===== src/rtl/pirq_pkg.sv =====
package pirq_pkg;

    // Event seen on the synchronized request
    typedef enum logic [1:0] {
        EVT_IDLE = 2'd0,
        EVT_RISE = 2'd1,
        EVT_FALL = 2'd2
    } evt_e;

    // Output stage state
    typedef struct packed {
        logic out;
        logic pulse;
    } trig_st_t;

endpackage


===== src/rtl/pirq_slot_map.sv =====
module pirq_slot_map #(
    parameter int SLOT_W    = 5,
    parameter int PIN_W     = 2,
    parameter int ROUTE_W   = 7,
    parameter int IRQ_BASE  = 32,
    parameter int SB_SLOT   = 5,
    parameter int GFX_SLOT  = 6,
    parameter int GFX_LINE  = 4,
    parameter int NIC_SLOT  = 7,
    parameter int NIC_LINE  = 5,
    parameter int EXP_FIRST = 8,
    parameter int EXP_LAST  = 12,
    parameter int EXP_LINE  = 6
) (
    input  logic [SLOT_W-1:0]  slot,
    input  logic [PIN_W-1:0]   pin,
    output logic [ROUTE_W-1:0] route_num
);
    localparam int NUM_PINS = 1 << PIN_W;

    always_comb begin
        // Unknown slot: raw pin number, no translation
        route_num = ROUTE_W'(pin);
        if (slot == SLOT_W'(SB_SLOT)) begin
            route_num = ROUTE_W'(IRQ_BASE + (int'(pin) % NUM_PINS));
        end else if (slot == SLOT_W'(GFX_SLOT)) begin
            route_num = ROUTE_W'(IRQ_BASE + GFX_LINE);
        end else if (slot == SLOT_W'(NIC_SLOT)) begin
            route_num = ROUTE_W'(IRQ_BASE + NIC_LINE);
        end else if ((slot >= SLOT_W'(EXP_FIRST)) && (slot <= SLOT_W'(EXP_LAST))) begin
            route_num = ROUTE_W'(IRQ_BASE + EXP_LINE + int'(slot) - EXP_FIRST + int'(pin));
        end
    end

endmodule


===== src/rtl/pirq_line_sel.sv =====
module pirq_line_sel #(
    parameter int ROUTE_W   = 7,
    parameter int IRQ_BASE  = 32,
    parameter int NUM_LINES = 32
) (
    input  logic [ROUTE_W-1:0]   route_num,
    input  logic [NUM_LINES-1:0] edge_cfg,
    input  logic [NUM_LINES-1:0] pol_cfg,
    output logic                 line_valid,
    output logic                 edge_bit,
    output logic                 pol_bit
);
    logic [NUM_LINES-1:0] hit;

    // One comparator per line; a number outside the window hits nothing
    for (genvar i = 0; i < NUM_LINES; i++) begin : g_line
        assign hit[i] = (route_num == ROUTE_W'(IRQ_BASE + i));
    end

    assign line_valid = |hit;
    assign edge_bit   = |(hit & edge_cfg);
    assign pol_bit    = |(hit & pol_cfg);

endmodule


===== src/rtl/pirq_sync.sv =====
module pirq_sync
    import pirq_pkg::*;
#(
    parameter int STAGES = 2
) (
    input  logic clk,
    input  logic rst_n,
    input  logic din,
    output evt_e evt
);
    typedef struct packed {
        logic [STAGES-1:0] chain;
        logic              prev;
    } sync_st_t;

    sync_st_t st_d, st_q;

    always_comb begin
        st_d          = st_q;
        st_d.chain[0] = din;
        for (int i = 1; i < STAGES; i++) begin
            st_d.chain[i] = st_q.chain[i-1];
        end
        st_d.prev = st_q.chain[STAGES-1];

        evt = EVT_IDLE;
        if (st_q.chain[STAGES-1] && !st_q.prev) begin
            evt = EVT_RISE;
        end else if (!st_q.chain[STAGES-1] && st_q.prev) begin
            evt = EVT_FALL;
        end
    end

    always_ff @(posedge clk or negedge rst_n) begin
        if (!rst_n) begin
            st_q <= '0;
        end else begin
            st_q <= st_d;
        end
    end

endmodule


===== src/rtl/pirq_trigger.sv =====
module pirq_trigger
    import pirq_pkg::*;
(
    input  logic clk,
    input  logic rst_n,
    input  evt_e evt,
    input  logic line_valid,
    input  logic edge_bit,
    input  logic pol_bit,
    output logic cpu_irq
);
    trig_st_t st_d, st_q;

    always_comb begin
        st_d.pulse = 1'b0;
        st_d.out   = st_q.pulse ? 1'b0 : st_q.out;
        if (line_valid && (evt != EVT_IDLE)) begin
            if (edge_bit) begin
                if (evt == EVT_RISE) begin
                    st_d.out   = 1'b1;
                    st_d.pulse = 1'b1;
                end
            end else begin
                st_d.out = pol_bit;
            end
        end
    end

    always_ff @(posedge clk or negedge rst_n) begin
        if (!rst_n) begin
            st_q <= '0;
        end else begin
            st_q <= st_d;
        end
    end

    assign cpu_irq = st_q.out;

endmodule


===== src/rtl/pirq_router.sv =====
module pirq_router
    import pirq_pkg::*;
#(
    parameter int SLOT_W      = 5,
    parameter int PIN_W       = 2,
    parameter int NUM_LINES   = 32,
    parameter int IRQ_BASE    = 32,
    parameter int SYNC_STAGES = 2
) (
    input  logic                 clk,
    input  logic                 rst_n,
    input  logic [SLOT_W-1:0]    dev_slot,
    input  logic [PIN_W-1:0]     dev_pin,
    input  logic                 irq_in,
    input  logic [NUM_LINES-1:0] edge_cfg,
    input  logic [NUM_LINES-1:0] pol_cfg,
    output logic                 cpu_irq
);
    localparam int ROUTE_W = $clog2(IRQ_BASE + NUM_LINES + 1) + 1;

    logic [ROUTE_W-1:0] route_num_w;
    logic               line_valid_w;
    logic               edge_bit_w;
    logic               pol_bit_w;
    evt_e               evt_w;

    pirq_slot_map #(
        .SLOT_W   (SLOT_W),
        .PIN_W    (PIN_W),
        .ROUTE_W  (ROUTE_W),
        .IRQ_BASE (IRQ_BASE)
    ) i_slot_map (
        .slot      (dev_slot),
        .pin       (dev_pin),
        .route_num (route_num_w)
    );

    pirq_line_sel #(
        .ROUTE_W   (ROUTE_W),
        .IRQ_BASE  (IRQ_BASE),
        .NUM_LINES (NUM_LINES)
    ) i_line_sel (
        .route_num  (route_num_w),
        .edge_cfg   (edge_cfg),
        .pol_cfg    (pol_cfg),
        .line_valid (line_valid_w),
        .edge_bit   (edge_bit_w),
        .pol_bit    (pol_bit_w)
    );

    pirq_sync #(
        .STAGES (SYNC_STAGES)
    ) i_sync (
        .clk   (clk),
        .rst_n (rst_n),
        .din   (irq_in),
        .evt   (evt_w)
    );

    pirq_trigger i_trigger (
        .clk        (clk),
        .rst_n      (rst_n),
        .evt        (evt_w),
        .line_valid (line_valid_w),
        .edge_bit   (edge_bit_w),
        .pol_bit    (pol_bit_w),
        .cpu_irq    (cpu_irq)
    );

endmodule


===== config.mk =====
export PLATFORM = sky130hd
export DESIGN_NAME = pirq_router
export DESIGN_NICKNAME = d
export VERILOG_FILES = /design/src/rtl/pirq_pkg.sv /design/src/rtl/pirq_slot_map.sv /design/src/rtl/pirq_line_sel.sv /design/src/rtl/pirq_sync.sv /design/src/rtl/pirq_trigger.sv /design/src/rtl/pirq_router.sv
export SDC_FILE = /design/constraint.sdc
export NUM_CORES = 1
export LEC_CHECK = 0
export ABC_AREA = 1
export BUFFER_PORTS_ARGS = -buffer_cell sky130_fd_sc_hd__buf_4
export CAP_MARGIN = 15
export CORE_MARGIN = 4
export CORE_UTILIZATION = 41
export DETAILED_ROUTE_END_ITERATION = 10
export PLACE_DENSITY = 0.88
export SYNTH_ARGS = -nofsm -noshare
export SYNTH_HDL_FRONTEND = slang
export SYNTH_HIERARCHICAL = 1
export SYNTH_SLANG_ARGS = --single-unit

===== constraint.sdc =====
create_clock -name clk -period 1.2 [get_ports clk]
set_clock_uncertainty 0.2 [all_clocks]
set_input_delay 0.18 -clock clk [delete_from_list [all_inputs] [get_ports clk]]
set_output_delay 0.18 -clock clk [all_outputs]
set_load 0.005 [all_outputs]

==> metrics.cfg <==
[yosys]
synth.avg_cell_area_sq_um=5.45
yosys.area.top_type=nand3_1
ys_seq_area_frac=0.0893
synth_edf_count=0
synth_cell_types=25
ys_ff_latch=5
syn-num-nets=341
synthFlopType=dfrtp_1
yosys-top-cells-area=nand3_1 (25%), nand2_1 (17%), nor2_1 (12%)
ys_top_cells_by_count=nand3_1 (71), nand2_1 (65), nor2_1 (44)
yosys_warnings=6
async_flop_share=1.00
synth.cell_area_sq_um=1400
yosysMostFrequentCell=nand3_1
netlist.area_leader.share=0.254
syn_inst=257

[outcome]
violations=setup timing
status=finished, violations left

[clocking]
clock_latency_ns=0.24
cts_tree=built
clk_pin_slew_ns=0.05
numClockSinks=5
cts_buffers=3
clockRootBuffer=clkbuf_4
htreeDepth=1
clockBufferDepth=2

[critical_path]
r2r-start=i_sync/st_d[0]$_DFF_PN0_
cp.arrival_ns=2.70
startpoint_type=input port
worstSetupStartpoint=dev_pin[1]
worstSetupEndpointType=flip-flop
crit_fanout=15
reg2reg_depth=7
path_class=in -> reg
crit_required_ns=1.14

[floorplan]
design.portCount=75
die_w_um=66.5
die_y_um=66.5
rows=20
core_area_sq_um=3150
die_area_sq_um=4420
start_util=0.444

[global_route]
grt_max_degree=16
grt_use_met3=0.0455
antenna_found_initial=0
grt_busiest_layer=met2
grt_use_met1=0.286
met2_usage=0.430
grt_pass1_vias=2039
grt_pass1_wl_um=8500
track_usage=0.241
overflow=0

[sta]
fmax_mhz=363
slew_viol_final=0
setup_violations=2
hold_violations=0
setup_slack_ns=-1.56
fin_crit_sh=2.30
min_period_ns=2.76
rsz0062_at_grt=true
setup_tns_ns=-2.98

[routing]
vias=2088
wl_um=5320
postRouteAntennaNets=0
viasPerCell=5.12
firstDrtPassIters=4
drt_iter0_drc=162
drc_errors=0
wire_per_inst_um=13.0

[finish]
num_antenna_cells=0
drive_gt1_frac=0.475
nets=449
area_growth_pct=78.8

[placement]
pre_cts_ws_ns=-1.98
gp_congestion=0.961
port_buffers=74
dp_hpwl_um=4090

[job]
max_cap_violations=0

[min_path]
holdCritPathClass=in -> async

[power]
leakage_nw=1.33
peakVddDrop_mv=0.514
p_per_area_nw_per_um2=506

report_power, final:
group,total [mW],leakage [nW],internal (mW),switching (mW)
clock,0.195,0.0150,0.126,0.0696
sequential,0.203,0.0603,0.191,0.0121
combinational,0.871,1.26,0.419,0.452
sequential cells by signal, summed over array words and instances (netlist names):
signal	count
i_sync/st_d	2
i_sync/st_q	1
i_trigger/cpu_irq	1
i_trigger/st_q	1
through the flow:
step	util	hold slack [ns]	power [mW]	area, sq um	cells
final	0.795	0.0630	1.27	2510	408
after global routing	0.795	0.0684	1.37	2510	408
after CTS	0.787	0.0624	1.25	2480	408
after detailed placement	0.735	-0.218	0.993	2320	397
after global placement	0.735	-0.218	0.977	2320	397
after floorplan	-	-0.316	0.624	1560	257
final timing paths:
| path | slack, ns | end |
|---|---|---|
| hold / removal | 0.06 | i_trigger/cpu_irq$_DFF_PN0_ |
| setup / recovery | -1.56 | i_trigger/cpu_irq$_DFF_PN0_ |
| hold reg to reg | 0.16 | i_sync/st_d[0]$_DFF_PN0_ |
| setup reg to reg | -0.03 | i_trigger/cpu_irq$_DFF_PN0_ |
| max in group asynchronous | 0.62 | i_sync/st_d[2]$_DFF_PN0_ |
| min in group clk | 0.16 | i_sync/st_d[0]$_DFF_PN0_ |
routing by layer:
| metal | vias up | wire (um) |
|---|---|---|
| li1 | 1049 | - |
| met1 | 939 | 2130 |
| met2 | 91 | 2620 |
| met3 | 9 | 469 |
| met4 | 0 | 94 |
| met5 | - | 0 |
cell type report:
cell class | count | area, sq um
sequential | 5 | 125
inverter | 28 | 123
fill | 226 | 647
clock buffer | 4 | 26.3
timing repair buffer | 108 | 848
tap | 44 | 55.1
multi-input combinational | 219 | 1330
logic make-up (layout without fill, tap and decap cells):
family	count (synthesis)	after routing	synth area share
and+or+nand+nor	198	200	0.649
AOI/OAI and AO/OA	7	7	0.0295
adders and majority gates	10	10	0.0946
other	1	1	0.00268
buffers and inverters	35	140	0.129
DFF	5	5	0.0893
xor gates and xnor gates	1	1	0.00625
repair_timing:
item	CTS	global route
hold buffers	2	0
cloned	2	0
hold endpoints to repair	6	0
buffers inserted	3	1
resized for setup	14	6
pin swaps	3	2
endpoints found under the setup margin	2	2
cell usage in the layout, fill, tap and decap left out, types with 2 or more instances in the layout:
cell type / instances
inv_2: 6
dlygate4sd3_1: 2
nor3_2: 2
nor2_4: 11
ha_4: 2
ha_1: 7
nand3_1: 64
nand2_2: 8
nand2_1: 60
dfrtp_1: 5
nor2_1: 27
nand2_4: 4
buf_12: 2
clkbuf_4: 3
nand3_2: 10
inv_1: 20
nor3_4: 2
buf_4: 103
nor2_2: 11
o21ai_2: 2
critical path, cell delays in order:
cell     delay [ns]
buf_4          0.10
inv_6          0.03
ha_4           0.25
inv_2          0.04
ha_4           0.15
fa_2           0.35
nand2_2        0.11
a21oi_2        0.06
nor3_2         0.13
o21ai_2        0.12
nand2_2        0.17
nor2_4         0.05
buf_12         0.14
nand3_2        0.07
nand2_1        0.04
nor2_1         0.11
nand2_1        0.07
nor2_1         0.12
nand2_1        0.11
nor2_1         0.11
nand3_1        0.07
nand2_1        0.07
inv_1          0.03
Power figures use the tool's default switching activity.
